[config.mk]
export PLATFORM = sky130hd
export DESIGN_NAME = ccd_readout_seq
export DESIGN_NICKNAME = d
export VERILOG_FILES = /design/src/rtl/ccd_seq_pkg.sv /design/src/rtl/ccd_vxfer.sv /design/src/rtl/ccd_pixel_gen.sv /design/src/rtl/ccd_readout_seq.sv
export SDC_FILE = /design/constraint.sdc
export NUM_CORES = 1
export LEC_CHECK = 0
export BUFFER_PORTS_ARGS = -buffer_cell sky130_fd_sc_hd__buf_4
export CAP_MARGIN = 10
export CORE_MARGIN = 2
export CORE_UTILIZATION = 50
export DETAILED_ROUTE_END_ITERATION = 8
export GPL_ROUTABILITY_DRIVEN = 0
export HOLD_SLACK_MARGIN = 0.15
export PLACE_DENSITY = 0.82
export SLEW_MARGIN = 5
export SYNTH_ARGS = -nofsm -noshare
export SYNTH_HDL_FRONTEND = slang
export SYNTH_SLANG_ARGS = --single-unit
[constraint.sdc]
create_clock -name clk -period 3.4 [get_ports clk]
set_input_delay 0.68 -clock clk [delete_from_list [all_inputs] [get_ports clk]]
set_output_delay 0.68 -clock clk [all_outputs]
set_load 0.03 [all_outputs]
[src/rtl/ccd_seq_pkg.sv]
package ccd_seq_pkg;
  typedef enum logic [1:0] {
    ST_IDLE  = 2'd0,
    ST_VXFER = 2'd1,
    ST_HREAD = 2'd2,
    ST_DONE  = 2'd3
  } seq_state_e;

  // number of steps in one vertical row transfer
  localparam int unsigned V_STEPS = 8;
endpackage

[src/rtl/ccd_vxfer.sv]
module ccd_vxfer #(
  parameter int unsigned VSTEP = 8
) (
  input  logic clk,
  input  logic rst_n,
  input  logic run,
  output logic v1,
  output logic v2,
  output logic v3,
  output logic done
);
  import ccd_seq_pkg::*;
  localparam int unsigned SUB_W  = (VSTEP > 1) ? $clog2(VSTEP) : 1;
  localparam int unsigned STEP_W = $clog2(V_STEPS);

  logic [STEP_W-1:0] step_q, step_d;
  logic [SUB_W-1:0]  sub_q, sub_d;
  logic              sub_end;

  assign sub_end = (sub_q == SUB_W'(VSTEP - 1));
  assign done    = run && sub_end && (step_q == STEP_W'(V_STEPS - 1));

  always_comb begin
    step_d = step_q;
    sub_d  = sub_q;
    if (!run) begin
      step_d = '0;
      sub_d  = '0;
    end else if (sub_end) begin
      sub_d  = '0;
      step_d = step_q + STEP_W'(1);
    end else begin
      sub_d = sub_q + SUB_W'(1);
    end
  end

  always_ff @(posedge clk or negedge rst_n) begin
    if (!rst_n) begin
      step_q <= '0;
      sub_q  <= '0;
    end else begin
      step_q <= step_d;
      sub_q  <= sub_d;
    end
  end

  // step decode: V3 fires in steps 3..4 and again in step 6
  always_comb begin
    {v1, v2, v3} = 3'b000;
    if (run) begin
      case (step_q)
        STEP_W'(0): {v1, v2, v3} = 3'b100;
        STEP_W'(1): {v1, v2, v3} = 3'b110;
        STEP_W'(2): {v1, v2, v3} = 3'b010;
        STEP_W'(3): {v1, v2, v3} = 3'b011;
        STEP_W'(4): {v1, v2, v3} = 3'b001;
        STEP_W'(6): {v1, v2, v3} = 3'b001;
        default:    {v1, v2, v3} = 3'b000;
      endcase
    end
  end

  a_r3_v1_v3_apart: assert property (@(posedge clk) disable iff (!rst_n)
    !(v1 && v3));
  a_r3_idle_at_end: assert property (@(posedge clk) disable iff (!rst_n)
    done |-> !(v1 || v2 || v3));
endmodule

[src/rtl/ccd_pixel_gen.sv]
module ccd_pixel_gen #(
  parameter int unsigned PER_W = 12
) (
  input  logic             clk,
  input  logic             rst_n,
  input  logic             run,
  input  logic [PER_W-1:0] period,
  output logic             h1,
  output logic             h2,
  output logic             h3,
  output logic             sw,
  output logic             clamp,
  output logic             sample,
  output logic             conv,
  output logic             last
);
  logic [PER_W-1:0] cnt_q, cnt_d;
  logic [PER_W-1:0] q1, q2, q3;

  assign q1 = period >> 2;
  assign q2 = q1 << 1;
  assign q3 = q2 + q1;
  assign last = run && (cnt_q == period - PER_W'(1));

  always_comb begin
    cnt_d = cnt_q;
    if (!run || last) cnt_d = '0;
    else              cnt_d = cnt_q + PER_W'(1);
  end

  always_ff @(posedge clk or negedge rst_n) begin
    if (!rst_n) cnt_q <= '0;
    else        cnt_q <= cnt_d;
  end

  assign h1     = run && (cnt_q < q2);
  assign h2     = run && (cnt_q >= q1) && (cnt_q < q3);
  assign h3     = run && (cnt_q >= q2);
  assign sw     = run && (cnt_q >= q3);
  assign clamp  = run && (cnt_q < q1);
  assign sample = run && (cnt_q >= q2) && (cnt_q < q3);
  assign conv   = run && (cnt_q == q3);

  a_r5_conv_after_sample: assert property (@(posedge clk) disable iff (!rst_n)
    conv |-> $past(sample));
  a_r4_cnt_in_period: assert property (@(posedge clk) disable iff (!rst_n)
    run |-> (cnt_q < period));
endmodule

[src/rtl/ccd_readout_seq.sv]
module ccd_readout_seq #(
  parameter int unsigned ROW_W   = 12,
  parameter int unsigned COL_W   = 12,
  parameter int unsigned OVS_W   = 7,
  parameter int unsigned PER_W   = 12,
  parameter int unsigned DATA_W  = 16,
  parameter int unsigned VSTEP   = 8,
  parameter int unsigned MIN_PER = 20
) (
  input  logic              clk,
  input  logic              rst_n,
  input  logic              start_i,
  input  logic [ROW_W-1:0]  rows_i,
  input  logic [COL_W-1:0]  cols_i,
  input  logic [OVS_W-1:0]  ovsc_i,
  input  logic [PER_W-1:0]  pix_period_i,
  input  logic [DATA_W-1:0] adc_data_i,
  output logic              v1_o,
  output logic              v2_o,
  output logic              v3_o,
  output logic              h1_o,
  output logic              h2_o,
  output logic              h3_o,
  output logic              sw_o,
  output logic              clamp_o,
  output logic              sample_o,
  output logic              conv_o,
  output logic              pix_valid_o,
  output logic [DATA_W-1:0] pix_data_o,
  output logic [ROW_W-1:0]  pix_row_o,
  output logic [COL_W:0]    pix_col_o,
  output logic              pix_ovsc_o,
  output logic              frame_done_o
);
  import ccd_seq_pkg::*;
  localparam int unsigned WID_W = COL_W + 1;

  seq_state_e       state_q, state_d;
  logic [ROW_W-1:0] rows_q, rows_d, row_q, row_d;
  logic [COL_W-1:0] cols_q, cols_d;
  logic [OVS_W-1:0] ovsc_q, ovsc_d;
  logic [PER_W-1:0] per_q, per_d;
  logic [WID_W-1:0] width_q, width_d, col_q, col_d, width_in;
  logic             v_run, v_done, p_run, p_last, cap_en, ovsc_flag;

  assign width_in  = WID_W'(cols_i) + (WID_W'(ovsc_i) << 1);
  assign v_run     = (state_q == ST_VXFER);
  assign p_run     = (state_q == ST_HREAD);
  assign cap_en    = p_run && p_last;
  assign ovsc_flag = (col_q < WID_W'(ovsc_q)) ||
                     (col_q >= WID_W'(ovsc_q) + WID_W'(cols_q));

  ccd_vxfer #(.VSTEP(VSTEP)) i_vxfer (
    .clk(clk), .rst_n(rst_n), .run(v_run),
    .v1(v1_o), .v2(v2_o), .v3(v3_o), .done(v_done)
  );

  ccd_pixel_gen #(.PER_W(PER_W)) i_pixel (
    .clk(clk), .rst_n(rst_n), .run(p_run), .period(per_q),
    .h1(h1_o), .h2(h2_o), .h3(h3_o), .sw(sw_o),
    .clamp(clamp_o), .sample(sample_o), .conv(conv_o), .last(p_last)
  );

  always_comb begin
    state_d = state_q;
    rows_d  = rows_q;
    cols_d  = cols_q;
    ovsc_d  = ovsc_q;
    per_d   = per_q;
    width_d = width_q;
    row_d   = row_q;
    col_d   = col_q;
    case (state_q)
      ST_IDLE: begin
        if (start_i && (rows_i != '0) && (width_in != '0)) begin
          state_d = ST_VXFER;
          rows_d  = rows_i;
          cols_d  = cols_i;
          ovsc_d  = ovsc_i;
          width_d = width_in;
          per_d   = (pix_period_i < PER_W'(MIN_PER)) ? PER_W'(MIN_PER) : pix_period_i;
          row_d   = '0;
          col_d   = '0;
        end
      end
      ST_VXFER: if (v_done) state_d = ST_HREAD;
      ST_HREAD: begin
        if (p_last) begin
          if (col_q == width_q - WID_W'(1)) begin
            col_d = '0;
            if (row_q == rows_q - ROW_W'(1)) begin
              state_d = ST_DONE;
            end else begin
              row_d   = row_q + ROW_W'(1);
              state_d = ST_VXFER;
            end
          end else begin
            col_d = col_q + WID_W'(1);
          end
        end
      end
      default: state_d = ST_IDLE;
    endcase
  end

  always_ff @(posedge clk or negedge rst_n) begin
    if (!rst_n) begin
      state_q <= ST_IDLE;
      rows_q  <= '0;
      cols_q  <= '0;
      ovsc_q  <= '0;
      per_q   <= '0;
      width_q <= '0;
      row_q   <= '0;
      col_q   <= '0;
    end else begin
      state_q <= state_d;
      rows_q  <= rows_d;
      cols_q  <= cols_d;
      ovsc_q  <= ovsc_d;
      per_q   <= per_d;
      width_q <= width_d;
      row_q   <= row_d;
      col_q   <= col_d;
    end
  end

  always_ff @(posedge clk or negedge rst_n) begin
    if (!rst_n) begin
      pix_valid_o <= 1'b0;
      pix_data_o  <= '0;
      pix_row_o   <= '0;
      pix_col_o   <= '0;
      pix_ovsc_o  <= 1'b0;
    end else begin
      pix_valid_o <= cap_en;
      if (cap_en) begin
        pix_data_o <= adc_data_i;
        pix_row_o  <= row_q;
        pix_col_o  <= col_q;
        pix_ovsc_o <= ovsc_flag;
      end
    end
  end

  assign frame_done_o = (state_q == ST_DONE);

  a_r3_no_v_during_h: assert property (@(posedge clk) disable iff (!rst_n)
    (h1_o || h2_o || h3_o || sw_o || clamp_o || sample_o || conv_o) |-> !(v1_o || v2_o || v3_o));
  a_r7_valid_single: assert property (@(posedge clk) disable iff (!rst_n)
    pix_valid_o |=> !pix_valid_o);
  a_r6_col_in_row: assert property (@(posedge clk) disable iff (!rst_n)
    pix_valid_o |-> (pix_col_o < width_q));
  a_r9_done_with_last: assert property (@(posedge clk) disable iff (!rst_n)
    frame_done_o |-> pix_valid_o);
  a_r9_idle_after_done: assert property (@(posedge clk) disable iff (!rst_n)
    frame_done_o |=> !(v1_o || v2_o || v3_o || h1_o || h2_o || h3_o || sw_o ||
                      clamp_o || sample_o || conv_o || frame_done_o));
endmodule

# --- Yosys cells after proc, flatten, opt, wreduce, memory -nomap -nowiden ---
# Index checks and enable logic that the tools add are counted.
classes:
  muxes: 27
  eq_ne: 20
  n_reduce_logical: 29
  order_cmp: 9
  n_addsub: 11
ops:
  columns: ["op", "n"]
  rows:
  - ["two-way mux 12 bit", 6]
  - ["two-way mux 13 bit", 3]
  - ["equality test 12 bit", 3]
  - ["case mux 13 bit (2 select lines)", 1]
  - ["adder 12 x 1 -> 12 bit, second input constant", 2]
  - ["case mux 12 bit (2 select lines)", 1]
  - ["subtractor 12 x 1 -> 12 bit, second input constant", 2]
  - ["logical AND 1 bit", 14]
  - ["adder 12 x 8 -> 13 bit", 1]
  - ["adder 13 x 1 -> 13 bit, second input constant", 1]
  - ["adder 7 x 12 -> 13 bit", 1]
  - ["equality test 13 bit", 1]
  - [">= comparator 13 bit", 1]
  - ["< comparator 13 x 7 -> 1 bit", 1]
  - ["nonzero test 13 bit", 1]
  - ["subtractor 13 x 1 -> 13 bit, second input constant", 1]
  - ["adder 11 x 10 -> 12 bit", 1]
  - ["equality test 3 bit, second input constant", 4]
  - [">= comparator 12 x 10 -> 1 bit", 1]
  - [">= comparator 12 x 11 -> 1 bit", 1]
  - [">= comparator 12 bit", 1]
  - ["< comparator 12 x 10 -> 1 bit", 1]
  - ["< comparator 12 x 11 -> 1 bit", 1]
  - ["< comparator 12 bit", 1]
  - ["other kinds (23)", 45]
word_totals:
  out_inout_bits: 54
  register_bits: 144
  word_cells: 112
  inputBits: 62

# --- Longest topological paths before layout ---
logic_depth:
  word_depth: 6
  ltp_mapped: 18
  mapped_depth_nobuf: 18

# --- By module ---
# From an unflattened synthesis, not the netlist that was laid out.
hier_totals:
  hier_cells: 1066
  area_unflattened_um2: 9942.0
modules_own_cells:
  columns: ["mod", "area_each_um2", "seq_area_each_um2", "instances", "cells_per_inst"]
  rows:
  - ["ccd_readout_seq", 7367.1, 3128.0, 1, 775]
  - ["ccd_pixel_gen", 2223.4, 300.3, 1, 259]
  - ["ccd_vxfer", 351.6, 150.1, 1, 32]

# --- Least setup slack after synthesis ---
# OpenSTA, ideal clock, no wires.
synth_path:
  kind: "flip-flop to output port"
  startpoint: "register per_q[2]"
  endpoint: "output sw_o"
  path_stages_with_launch: 15
  n_path_buf: 0
  t_required_ps: 2720
  arrival_ps: 3909
  path_slack_ps: -1189
  path_cell_list: "dfrtp_1 ha_1 fa_1 a21oi_1 nor2_1 nor2_1 o21bai_1 a21oi_1 o21bai_1 a21o_1 xor2_1 ha_1 nand4_1 nor4_1 o21bai_1"
synth_between:
  elab_chain_cells: 3
synth_rtl:
  columns: ["item", "line_no", "rtl"]
  rows:
  - ["from (decl)", "ccd_readout_seq.sv:42", "logic [PER_W-1:0] per_q, per_d;"]
  - ["from (signal assigned)", "ccd_readout_seq.sv:121", "per_q <= per_d;"]
  - ["adder 11 x 10 -> 12 bit", "ccd_pixel_gen.sv:22", "assign q3 = q2 + q1;"]
  - [">= comparator 12 bit", "ccd_pixel_gen.sv:39", "assign sw = run && (cnt_q >= q3);"]
  - ["logical AND 1 bit", "ccd_pixel_gen.sv:39", null]
  - ["to (decl)", "ccd_readout_seq.sv:24", "output logic sw_o,"]
# No other way between the ends.

# --- Final worst setup path ---
layout_path:
  startpoint: "register per_q[3]"
  endpoint: "output h2_o"
layout_between:
  elab_chain_cells: 3
  elab_cells_between_ends: 5
  classes_between: "add/sub: 1; order compare: 2; reduce/logical: 2"
layout_rtl:
  columns: ["item", "line_no", "rtl"]
  rows:
  - ["adder 11 x 10 -> 12 bit / >= comparator 12 x 10 -> 1 bit (equally long branches)", "ccd_pixel_gen.sv:22, ccd_pixel_gen.sv:37", null]
  - ["< comparator 12 bit / logical AND 1 bit (equally long branches)", "ccd_pixel_gen.sv:37", "assign h2 = run && (cnt_q >= q1) && (cnt_q < q3);"]
  - ["logical AND 1 bit (*)", "ccd_pixel_gen.sv:37", null]
  - ["to (decl)", "ccd_readout_seq.sv:22", "output logic h2_o,"]
# Every way passes the cells marked *; elsewhere a longest branch is shown, timed or not.

==> run metrics <==
Leak around 5.9 nW; pins over their slew limit 0; top_reg_cell synth dfrtp_1; Unique masters post-synth around 70; total core area about 19000 um2; PD cells 361 nW/um2; total grt overflow 0; Data required, critical path ~2.7 ns; Worst Path Max Fanout 4; Die W around 140 um; vias per cell about 5.6; Max-slew headroom 0.633; Hold WC Path Type primary input to asynchronous set/reset pin; largest cells by area after synthesis dfrtp_1 (37%), ha_1 (13%), nand2_1 (6.7%), xnor2_1 (5.0%), o21ai_0 (3.6%); number of synthesized flops with an enable pin 0; CTS Sinks around 140; vias in the first global route roughly 8.5k; initial antenna violation count 0; Fillers around 1.4k; hpwl dp between 15000 and 20000 um; Post-DRT Antenna Nets 0; Ys Warns 0; Row Count 50; Clock Pin Slew Worst Setup and Hold Paths ~0.060 ns; VDD IR-drop max approximately 360 uV; largest net degree at the start of global routing 76; #FFs+latches synth roughly 140; io pins 116; synthesized cell area 9640 um2; die extent in y 143 um; area leader, netlist dfrtp_1; post-route cell area 12200 um2; Area Overhead vs Synth 26.6%; setup violators final 5; n_diodes 0; Post-DP Area between 10000 and 15000 um2; worst setup path category flip-flop to output port; TritonCTS Buffers 17; async set or reset register ratio after synthesis 1.00; layout net count about 1.4k; status finished, violations left; CTS Hold Bufs 0; CTS tree yes; Clock Latency Late Sink approximately 0.43 ns; DR pass1 iterations 5; Max H-tree Level 4; Post-Syn Area per Cell roughly 9.1 um2; RSZ-0062 raised after global routing true; CTS Buffer Depth 2; final hold slack approximately 0.17 ns; Mapped Nets between 1k and 1.5k; element type at the critical path end output port; IO buf count approximately 120; Final Total Pwr between 4 and 5 mW; average routed wire per standard cell 16.6 um; Layout Skew ~0.011 ns; Total Routing Usage GR 0.249; Syn Inst Count around 1.1k; root buffer cell clkbuf_16; final worst setup slack -0.959 ns; first-pass GRT wire length between 40000 and 50000 um; Die ar. roughly 20000 um2; worst slew pin tran roughly 0.54 ns; drt first-iter violations roughly 660; Hold Violations, Final 0; Post-route DRC 0; Worst EP arrival approximately 3.7 ns; crit start category flip-flop; Max Fclk 229 MHz; Yosys top cell area share 0.371; failing checks setup timing; Starting Density 0.512; Tcrit/Tclk final 1.28; max_cap viols 0; Final min period 4.36 ns; DRT Wirelength between 20000 and 30000 um; vias around 8.6k; Seq/Total Area, Yosys 0.371; share of layout cells above drive strength 1 0.252
layout make-up:
cell class | instances | area [um2] | area share
Clock inverter | 12 | 138 | 0.0113
Timing Repair Buffer | 206 | 1590 | 0.130
Clock buffer | 19 | 433 | 0.0355
Multi-Input combinational cell | 819 | 5910 | 0.484
Inverter | 61 | 239 | 0.0196
Tap cell | 260 | 325 | 0.0266
Sequential cell | 143 | 3580 | 0.293
cell usage in the layout (no fill, tap or decap), drive strengths merged, types with 6 or more instances in the layout:
cell / n
or3: 11
nand3: 39
a21o: 26
a21oi: 30
and3: 10
nor2b: 14
nor3: 21
nand4: 16
clkbuf: 19
inv: 63
o21ai: 70
o31ai: 6
a211oi: 9
o211ai: 10
mux2: 25
dfrtp: 143
nand2: 171
xnor2: 55
o311ai: 6
buf: 206
o21bai: 6
ha: 99
xor2: 36
nor4: 15
nor2: 58
nand2b: 14
cells in the mapped netlist, types with 20 or more instances:
cell type	n
inv_1	60
xnor2_1	55
a21o_1	26
nor3_1	20
nor2_1	57
dfrtp_1	143
clkbuf_1	21
a21oi_1	29
ha_1	99
o21ai_0	69
nand2_1	171
nand3_1	39
mux2_2	25
xor2_1	36
per-stage QoR:
step	instances	utilization	worst slack (ns)	TNS [ns]
after floorplan	1060	-	-0.359	-1.11
after global placement	1479	0.606	-0.477	-9.22
after detailed placement	1479	0.606	-0.576	-12.32
after CTS	1515	0.640	-0.951	-3.87
after global routing	1520	0.648	-1.10	-4.72
final	1520	0.648	-0.959	-3.87
per-layer routing:
metal / vias up / wire length, um / GRT usage
met5: - / 0 / 0
met4: 0 / 619 / 0.0849
met3: 62 / 1340 / 0.0480
met2: 295 / 12200 / 0.421
met1: 4147 / 11100 / 0.320
li1: 4083 / - / -
state kept, by name, indices dropped and copies added, names as in the netlist:
| register | flops |
|---|---|
| i_vxfer.step_q | 3 |
| cols_q | 12 |
| pix_ovsc_o | 1 |
| width_q | 12 |
| i_pixel.cnt_q | 12 |
| i_vxfer.sub_q | 3 |
| state_q | 2 |
| col_q | 13 |
| rows_q | 12 |
| per_q | 12 |
| row_q | 12 |
| pix_valid_o | 1 |
| pix_data_o | 16 |
| pix_row_o | 12 |
| pix_col_o | 13 |
| ovsc_q | 7 |
report_power, final:
| part | internal [mW] | switching, mW | total [mW] | leakage [nW] |
|---|---|---|---|---|
| clock | 1.08 | 0.754 | 1.83 | 0.262 |
| sequential | 1.75 | 0.0597 | 1.81 | 1.74 |
| combinational | 0.371 | 0.395 | 0.765 | 3.87 |
| total | 3.20 | 1.21 | 4.41 | 5.88 |
final timing paths:
check | startpoint | end | slack [ns] | cells after the start
worst max-delay path | per_q[3]$_DFFE_PN0P_ | h2_o | -0.96 | 17
worst min-delay path | rst_n | pix_data_o[0]$_DFFE_PN0P_ | 0.17 | 1
worst max register to register | cols_q[0]$_DFFE_PN0P_ | pix_ovsc_o$_DFFE_PN0P_ | 0.09 | 18
worst min register to register | i_vxfer.sub_q[0]$_DFF_PN0_ | i_vxfer.sub_q[0]$_DFF_PN0_ | 0.46 | 1
max in group asynchronous | rst_n | ovsc_q[6]$_DFFE_PN0P_ | 2.46 | 2
min in group clk | adc_data_i[1] | pix_data_o[1]$_DFFE_PN0P_ | 0.44 | 3
cell families after synthesis:
| family | count (synthesis) | synth area share |
|---|---|---|
| mux | 29 | 0.0334 |
| compound gates | 196 | 0.134 |
| fa+ha+maj | 102 | 0.135 |
| xor+xnor | 91 | 0.0827 |
| simple gates | 401 | 0.203 |
| flops | 143 | 0.371 |
| buf+inv | 98 | 0.0419 |
timing repair:
action                     in CTS  in global routing
pin swaps                      14                 19
gates resized for setup        14                 26
setup endpoints to repair       6                 30
setup buffers                   5                  7
worst max-delay path, stage by stage, from the launching register on:
cell and delay [ns]:
dfrtp_2 0.44, ha_4 0.18, fa_2 0.40, a21oi_2 0.12
nor2_1 0.06, nor2_2 0.14, o21bai_2 0.11, a21oi_2 0.18
o21bai_1 0.08, a21o_1 0.19, a21oi_2 0.15, ha_1 0.27
nand4_1 0.18, o311ai_4 0.11, a31oi_4 0.23, nand2_2 0.10
a31oi_4 0.15, buf_6 0.15
No activity file was read; power rests on OpenSTA's default activity.
